<file path="src/rtl/lvds_rx_pkg.sv">
package lvds_rx_pkg;

    localparam int DEF_LANES      = 4;
    localparam int DEF_SLOTS      = 7;
    localparam int DEF_LOCK_WORDS = 16;
    localparam int DEF_LOSS_WORDS = 2;

    typedef enum logic {
        LK_ACQUIRE = 1'b0,
        LK_HOLD    = 1'b1
    } lock_state_e;

    // strobe high time in bit cycles: the larger half of a word period
    function automatic int strobe_len(input int slots);
        return (slots + 1) / 2;
    endfunction

endpackage

</file>
<file path="src/rtl/lvds_rx_sampler.sv">
module lvds_rx_sampler #(
    parameter int LANES = 4
) (
    input  logic             clk,
    input  logic             clr,
    input  logic             ck_lane_i,
    input  logic [LANES-1:0] data_lane_i,
    output logic [LANES-1:0] data_q_o,
    output logic             rise_o
);
    logic ck_q;
    logic ck_prev_q;

    always_ff @(posedge clk) begin
        if (clr) begin
            ck_q      <= 1'b0;
            ck_prev_q <= 1'b0;
            data_q_o  <= '0;
        end else begin
            ck_q      <= ck_lane_i;
            ck_prev_q <= ck_q;
            data_q_o  <= data_lane_i;
        end
    end

    assign rise_o = ck_q & ~ck_prev_q;

endmodule

</file>
<file path="src/rtl/lvds_rx_framer.sv">
module lvds_rx_framer #(
    parameter int SLOTS      = 7,
    parameter int LOSS_WORDS = 2
) (
    input  logic clk,
    input  logic clr,
    input  logic rise_i,
    output logic frame_done_o,
    output logic no_clock_o
);
    localparam int CNT_MAX = LOSS_WORDS * SLOTS;
    localparam int CW      = $clog2(CNT_MAX + 1);

    logic [CW-1:0] since_q;
    logic [CW-1:0] pos;

    // position of the current sample relative to the last clock-line rise
    always_comb begin
        if (rise_i) begin
            pos = '0;
        end else if (since_q == CW'(CNT_MAX)) begin
            pos = CW'(CNT_MAX);
        end else begin
            pos = since_q + CW'(1);
        end
    end

    always_ff @(posedge clk) begin
        if (clr) begin
            since_q <= CW'(CNT_MAX);
        end else begin
            since_q <= pos;
        end
    end

    assign frame_done_o = (pos == CW'(SLOTS - 1));
    assign no_clock_o   = (pos == CW'(CNT_MAX));

endmodule

</file>
<file path="src/rtl/lvds_rx_lane.sv">
module lvds_rx_lane #(
    parameter int SLOTS = 7
) (
    input  logic             clk,
    input  logic             clr,
    input  logic             bit_i,
    output logic [SLOTS-1:0] par_o
);
    logic [SLOTS-1:0] sr_q;

    // newest bit enters at the top; after the last slot, index k holds slot k
    assign par_o = {bit_i, sr_q[SLOTS-1:1]};

    always_ff @(posedge clk) begin
        if (clr) begin
            sr_q <= '0;
        end else begin
            sr_q <= par_o;
        end
    end

endmodule

</file>
<file path="src/rtl/lvds_rx_lockmon.sv">
module lvds_rx_lockmon
    import lvds_rx_pkg::*;
#(
    parameter int LOCK_WORDS = 16
) (
    input  logic clk,
    input  logic clr,
    input  logic frame_done_i,
    output logic locked_o
);
    localparam int LW = (LOCK_WORDS < 2) ? 1 : $clog2(LOCK_WORDS);

    lock_state_e   state_q;
    logic [LW-1:0] cnt_q;

    always_ff @(posedge clk) begin
        if (clr) begin
            state_q <= LK_ACQUIRE;
            cnt_q   <= '0;
        end else if (state_q == LK_ACQUIRE && frame_done_i) begin
            if (cnt_q == LW'(LOCK_WORDS - 1)) begin
                state_q <= LK_HOLD;
            end else begin
                cnt_q <= cnt_q + LW'(1);
            end
        end
    end

    assign locked_o = (state_q == LK_HOLD);

endmodule

</file>
<file path="src/rtl/lvds_deser_rx.sv">
module lvds_deser_rx
    import lvds_rx_pkg::*;
#(
    parameter int LANES      = DEF_LANES,
    parameter int SLOTS      = DEF_SLOTS,
    parameter int LOCK_WORDS = DEF_LOCK_WORDS,
    parameter int LOSS_WORDS = DEF_LOSS_WORDS
) (
    input  logic                     clk,
    input  logic                     rst,
    input  logic                     pd_n_i,
    input  logic                     ck_lane_i,
    input  logic [LANES-1:0]         data_lane_i,
    output logic [LANES*SLOTS-1:0]   word_o,
    output logic                     strobe_o,
    output logic                     locked_o,
    output logic                     clk_lost_o
);
    localparam int WORD_W = LANES * SLOTS;
    localparam int STB_HI = strobe_len(SLOTS);
    localparam int SW     = $clog2(STB_HI + 1);

    logic               clr;
    logic [LANES-1:0]   data_q;
    logic               rise;
    logic               frame_done;
    logic               no_clock;
    logic               lock_int;
    logic               capture;
    logic [WORD_W-1:0]  word_next;
    logic [WORD_W-1:0]  word_q;
    logic               strobe_q;
    logic [SW-1:0]      hold_q;
    logic               lost_q;

    // power-down behaves as a synchronous clear of all state
    assign clr = rst | ~pd_n_i;

    lvds_rx_sampler #(.LANES(LANES)) u_smp (
        .clk         (clk),
        .clr         (clr),
        .ck_lane_i   (ck_lane_i),
        .data_lane_i (data_lane_i),
        .data_q_o    (data_q),
        .rise_o      (rise)
    );

    lvds_rx_framer #(.SLOTS(SLOTS), .LOSS_WORDS(LOSS_WORDS)) u_frm (
        .clk          (clk),
        .clr          (clr),
        .rise_i       (rise),
        .frame_done_o (frame_done),
        .no_clock_o   (no_clock)
    );

    for (genvar L = 0; L < LANES; L++) begin : g_lane
        lvds_rx_lane #(.SLOTS(SLOTS)) u_lane (
            .clk   (clk),
            .clr   (clr),
            .bit_i (data_q[L]),
            .par_o (word_next[L*SLOTS +: SLOTS])
        );
    end

    lvds_rx_lockmon #(.LOCK_WORDS(LOCK_WORDS)) u_lock (
        .clk          (clk),
        .clr          (clr),
        .frame_done_i (frame_done),
        .locked_o     (lock_int)
    );

    assign capture = frame_done & lock_int;

    always_ff @(posedge clk) begin
        if (clr) begin
            word_q   <= '0;
            strobe_q <= 1'b0;
            hold_q   <= '0;
            lost_q   <= 1'b0;
        end else begin
            lost_q <= no_clock;
            if (capture) begin
                word_q   <= word_next;
                strobe_q <= 1'b1;
                hold_q   <= SW'(STB_HI - 1);
            end else if (hold_q != '0) begin
                hold_q <= hold_q - SW'(1);
            end else begin
                strobe_q <= 1'b0;
            end
        end
    end

    assign word_o     = word_q;
    assign strobe_o   = strobe_q;
    assign locked_o   = lock_int;
    assign clk_lost_o = lost_q;

endmodule

</file>
<file path="config.mk">
export PLATFORM = sky130hd
export DESIGN_NAME = lvds_deser_rx
export DESIGN_NICKNAME = d
export VERILOG_FILES = /design/src/rtl/lvds_rx_pkg.sv /design/src/rtl/lvds_rx_sampler.sv /design/src/rtl/lvds_rx_framer.sv /design/src/rtl/lvds_rx_lane.sv /design/src/rtl/lvds_rx_lockmon.sv /design/src/rtl/lvds_deser_rx.sv
export SDC_FILE = /design/constraint.sdc
export NUM_CORES = 1
export LEC_CHECK = 0
export ABC_AREA = 0
export ABC_CLOCK_PERIOD_IN_PS = 2000
export BUFFER_PORTS_ARGS = -buffer_cell sky130_fd_sc_hd__clkbuf_2
export CAP_MARGIN = 30
export CORE_MARGIN = 4
export CORE_UTILIZATION = 35
export DETAILED_ROUTE_END_ITERATION = 8
export PLACE_DENSITY = 0.67
export SYNTH_ARGS = -nofsm -noshare
export SYNTH_HDL_FRONTEND = slang
export SYNTH_SLANG_ARGS = --single-unit
export TNS_END_PERCENT = 50
</file>
<file path="constraint.sdc">
create_clock -name clk -period 2 [get_ports clk]
set_clock_uncertainty 0.1 [all_clocks]
set_input_delay 0.1 -clock clk [delete_from_list [all_inputs] [get_ports clk]]
set_output_delay 0.1 -clock clk [all_outputs]
set_load 0.05 [all_outputs]
</file>
==> results.md <==
Routing:
- The detailed-router iteration count before antenna repair is 4.
- The DRC violation total after the first TritonRoute iteration is between 100 and 150.
- Once detail routing completed, the nets flagged for antenna violations numbered 0.
- Dividing the detail-routed wire length by the instance count gives between 10 and 15 um.
- The final wirelength is between 4 and 5 mm.
- In the routed layout, each cell is associated on average with a via count of approximately 4.6.
- In the routed design, unresolved DRC markers number 0.
- The routed layout has about 1800 vias.

STA:
- Counting I/O delays and the setup requirement, the final critical path takes 1.93 ns.
- Setup repair after global routing could not meet its margin everywhere.
- For the pin with the worst max-slew slack, the measured transition is 0.386 ns.
- The normalized max-slew margin is about 74%.
- Setup violations remaining at the end of the flow were counted as 0.
- The total negative slack for setup checks is 0 ns.
- The count of final max-slew check failures is 0.
- Based on the critical path, the design can be clocked at up to between 500 and 600 MHz.
- The final period utilization is 96.6%.
- The hold violation total from the final report is 0.

Worst setup path:
- The arrival time at the worst endpoint is between 2 and 2.5 ns.
- The worst setup path is captured at a register.
- By instance count, the cell type seen most on the critical path is buf_4.
- The worst path required time is 2.18 ns.
- The type of the worst setup path is register to register.
- The signal on the critical path passes through buf_4 -> ha_2 -> nor3b_2 -> buf_4 -> nor2_1 -> or4_1 -> a21oi_1.
- The element type at the critical path start is a register.
- The startpoint of the most critical setup path is u_frm.since_q[0].
- The critical path's slowest cell is or4_1.
- On the worst path, the slowest cell contributes a delay of 0.51 ns.
- In this run the critical register-to-register path is launched from u_frm.since_q[0].
- The largest fanout on the critical path is 6.

Logic synthesis:
- During synthesis, Yosys emitted a total of 0 warnings.
- The top cell type's share of synthesized area is 59.4%.
- The leading area contributor after synthesis is dfxtp_1.
- Synthesis produced a netlist with a net count of 281.
- After synthesis the netlist holds a flip-flop and latch count of 72.
- The primary flip-flop cell chosen by synthesis mapping is dfxtp_1.
- Ranked by total cell area, the synthesized netlist is headed by dfxtp_1, o21ai_0, nand3_1, nand2_1, inv_1.
- The synthesized netlist occupies a cell area of between 2000 and 2500 sq um.
- The fraction of the yosys area taken by sequential cells is between 50 and 60%.
- After technology mapping, the gate count stands at between 200 and 300.
- After synthesis, the share of flip-flops with an asynchronous set or reset is 0%.
- The number of flops mapped to enable cells by yosys is 0.
- The synthesized area per cell is 9.06 sq um.
- The unique cell type count in the Yosys netlist is 30.

Global route:
- In the global route stage, overall resource usage came out at 12.0%.
- The number of antenna violations at the first check in global routing came to 0.
- The number of global-route vias before repair is 1793.
- The pin count of the biggest net entering global routing is 75.
- The wire length of the first global-routing pass is 7.76 mm.
- For this run the aggregate overflow at the end of global routing stands at 0.

Die:
- The die boundary width is between 90 and 100 um.
- The die area is approximately 8300 sq um.
- The number of primary I/O pins is 39.
- The starting utilization of the core area is between 30% and 40%.
- Measured along the y axis, the die boundary spans about 91 um.
- The number of rows created at floorplan is 30.
- The core area is 6760 sq um.

CTS:
- TritonCTS built the clock tree.
- The post-CTS clock slew at the launch and capture registers of the worst setup and hold paths is 0.07 ns.
- The clock sink total is between 70 and 80.
- The H-tree was split into 3 levels.
- The clock passes through at most 2 buffers.
- The clock latency on the worst-skew pair is between 0.3 and 0.4 ns.
- The CTS buffer count is 9.
- The cell sitting at the root of the clock tree is a clkbuf_8.

Power and ir drop:
- Summed over all cells, the static leakage comes to 1.39 nW.
- Dividing total power by cell area gives a power density of 836 nW/um^2.
- The worst supply voltage drop on vdd is around 0.52 mV.

Place:
- The instance area after placement is around 2800 sq um.
- The HPWL after detailed placement is roughly 2.9 mm.
- The count of buffers from port buffering is 38.
- The congestion estimate from routability-driven global placement came to 0.840.

Finish:
- The share of cells above drive strength 1 is 22.7%.
- The number of inserted diodes is 0.
- Summing all non-filler instances in the final layout gives an area of roughly 3100 sq um.
- The area growth from synthesis to layout is 25.7%.
- At the end of the flow, the number of nets in the layout was 330.

Status:
- The run finished with clean final reports.

Min path:
- In this run the most critical hold path is launched from pd_n_i.
- The class of the tightest hold or removal check is primary input to register.

Run:
- The tool flagged a number of max-cap violations equal to 0.
[where the power goes]
part | internal [mW] | switching [mW]
logic | 0.0406 | 0.0575
registers | 1.44 | 0.00533
clock network | 0.481 | 0.522
total | 1.97 | 0.585
[through the flow]
step                      total power, mW  util, %  hold WS, ns  std cells  setup slack, ns
final                                2.55     45.2       0.0369        402           0.0683
after global routing                 2.67     45.2       0.0428        402          -0.0271
after CTS                            2.59     44.7       0.0122        402          0.00511
after detailed placement             1.57     41.4        0.203        381          0.00579
after global placement               1.57     41.4        0.199        381           0.0472
after floorplan                      1.53        -        0.122        268           0.0405
[sequential cells by signal, summed over array words and instances (netlist names)]
name,count
word_o,28
u_lock.locked_o,1
hold_q,3
strobe_o,1
u_smp.ck_q,1
u_lock.cnt_q,4
g_lane.u_lane.sr_q,24
clk_lost_o,1
u_frm.since_q,4
u_smp.data_q_o,4
u_smp.ck_prev_q,1
[cell usage after synthesis, types with 2 or more instances]
master     n
nor2_1     5
nor3_1     2
nand2b_1   4
ha_1       5
clkbuf_1  11
nor2b_1    2
mux2i_1    4
inv_1     29
a21oi_1    7
and2_1     6
nand3_1   31
dfxtp_1   72
buf_1      3
o21ai_0   34
nand2_1   37
nor3b_1    2
[final timing paths]
path | slack [ns] | end | cells past startpoint
setup / recovery | 0.07 | u_lock.cnt_q[3] | 7
hold / removal | 0.04 | hold_q[0] | 3
setup reg to reg | 0.07 | u_lock.cnt_q[3] | 7
hold reg to reg | 0.32 | g_lane[1].u_lane.sr_q[5] | 2
[layout by cell type (no fill, tap or decap), types with 2 or more instances in the layout]
master	instances
clkinv_4	2
nor3_1	2
nor2_1	5
ha_1	3
clkbuf_8	10
clkbuf_2	38
inv_1	29
mux2i_1	4
dlygate4sd3_1	5
and2_1	6
nor3b_2	2
dfxtp_2	2
buf_12	3
dfxtp_1	70
nand2b_1	4
o21ai_0	34
nand3_1	31
a21oi_1	7
buf_4	6
nand2_1	37
clkinv_2	3
[critical path: cells and delay by family (launching register included)]
family | cells | cell delay [ns]
buffers and inverters | 2 | 0.30
DFF | 1 | 0.33
adders and majority gates | 1 | 0.24
AOI/OAI and AO/OA | 1 | 0.14
and+or+nand+nor | 3 | 0.77
[repair_timing]
action / CTS / global route
endpoints found under the setup margin: 0 / 35
hold buffers: 5 / 0
hold endpoints to repair: 5 / 0
setup buffers: 0 / 0
gates resized for setup: 0 / 6
[logic make-up (layout without fill, tap and decap cells)]
logic type	Yosys count	after routing	share of synthesized area [%]
buffers and inverters	44	98	6.80
DFF	72	72	59.4
and+or+nand+nor	96	96	19.1
xor gates and xnor gates	2	2	0.722
adders and majority gates	5	5	2.58
muxes	4	4	1.65
AOI/OAI and AO/OA	45	45	9.74
[per-layer routing]
| layer | global-route usage (%) | routed length [um] | share of wire, % |
|---|---|---|---|
| met5 | 0 | 0 | 0 |
| met3 | 4.56 | 206 | 4.6 |
| met2 | 20.0 | 2120 | 48 |
| met1 | 12.6 | 1990 | 45 |
| met4 | 7.91 | 136 | 3.1 |
[layout make-up]
| type | instances | area [sq um] |
|---|---|---|
| Timing Repair Buffer | 52 | 345 |
| Sequential cell | 72 | 1440 |
| Tap cell | 80 | 100 |
| Inverter | 30 | 113 |
| Multi-Input combinational cell | 152 | 876 |
| Clock buffer | 11 | 141 |
| Fill cell | 665 | 3700 |
| Clock inverter | 5 | 32.5 |
No activity file was read; power rests on OpenSTA's default activity.
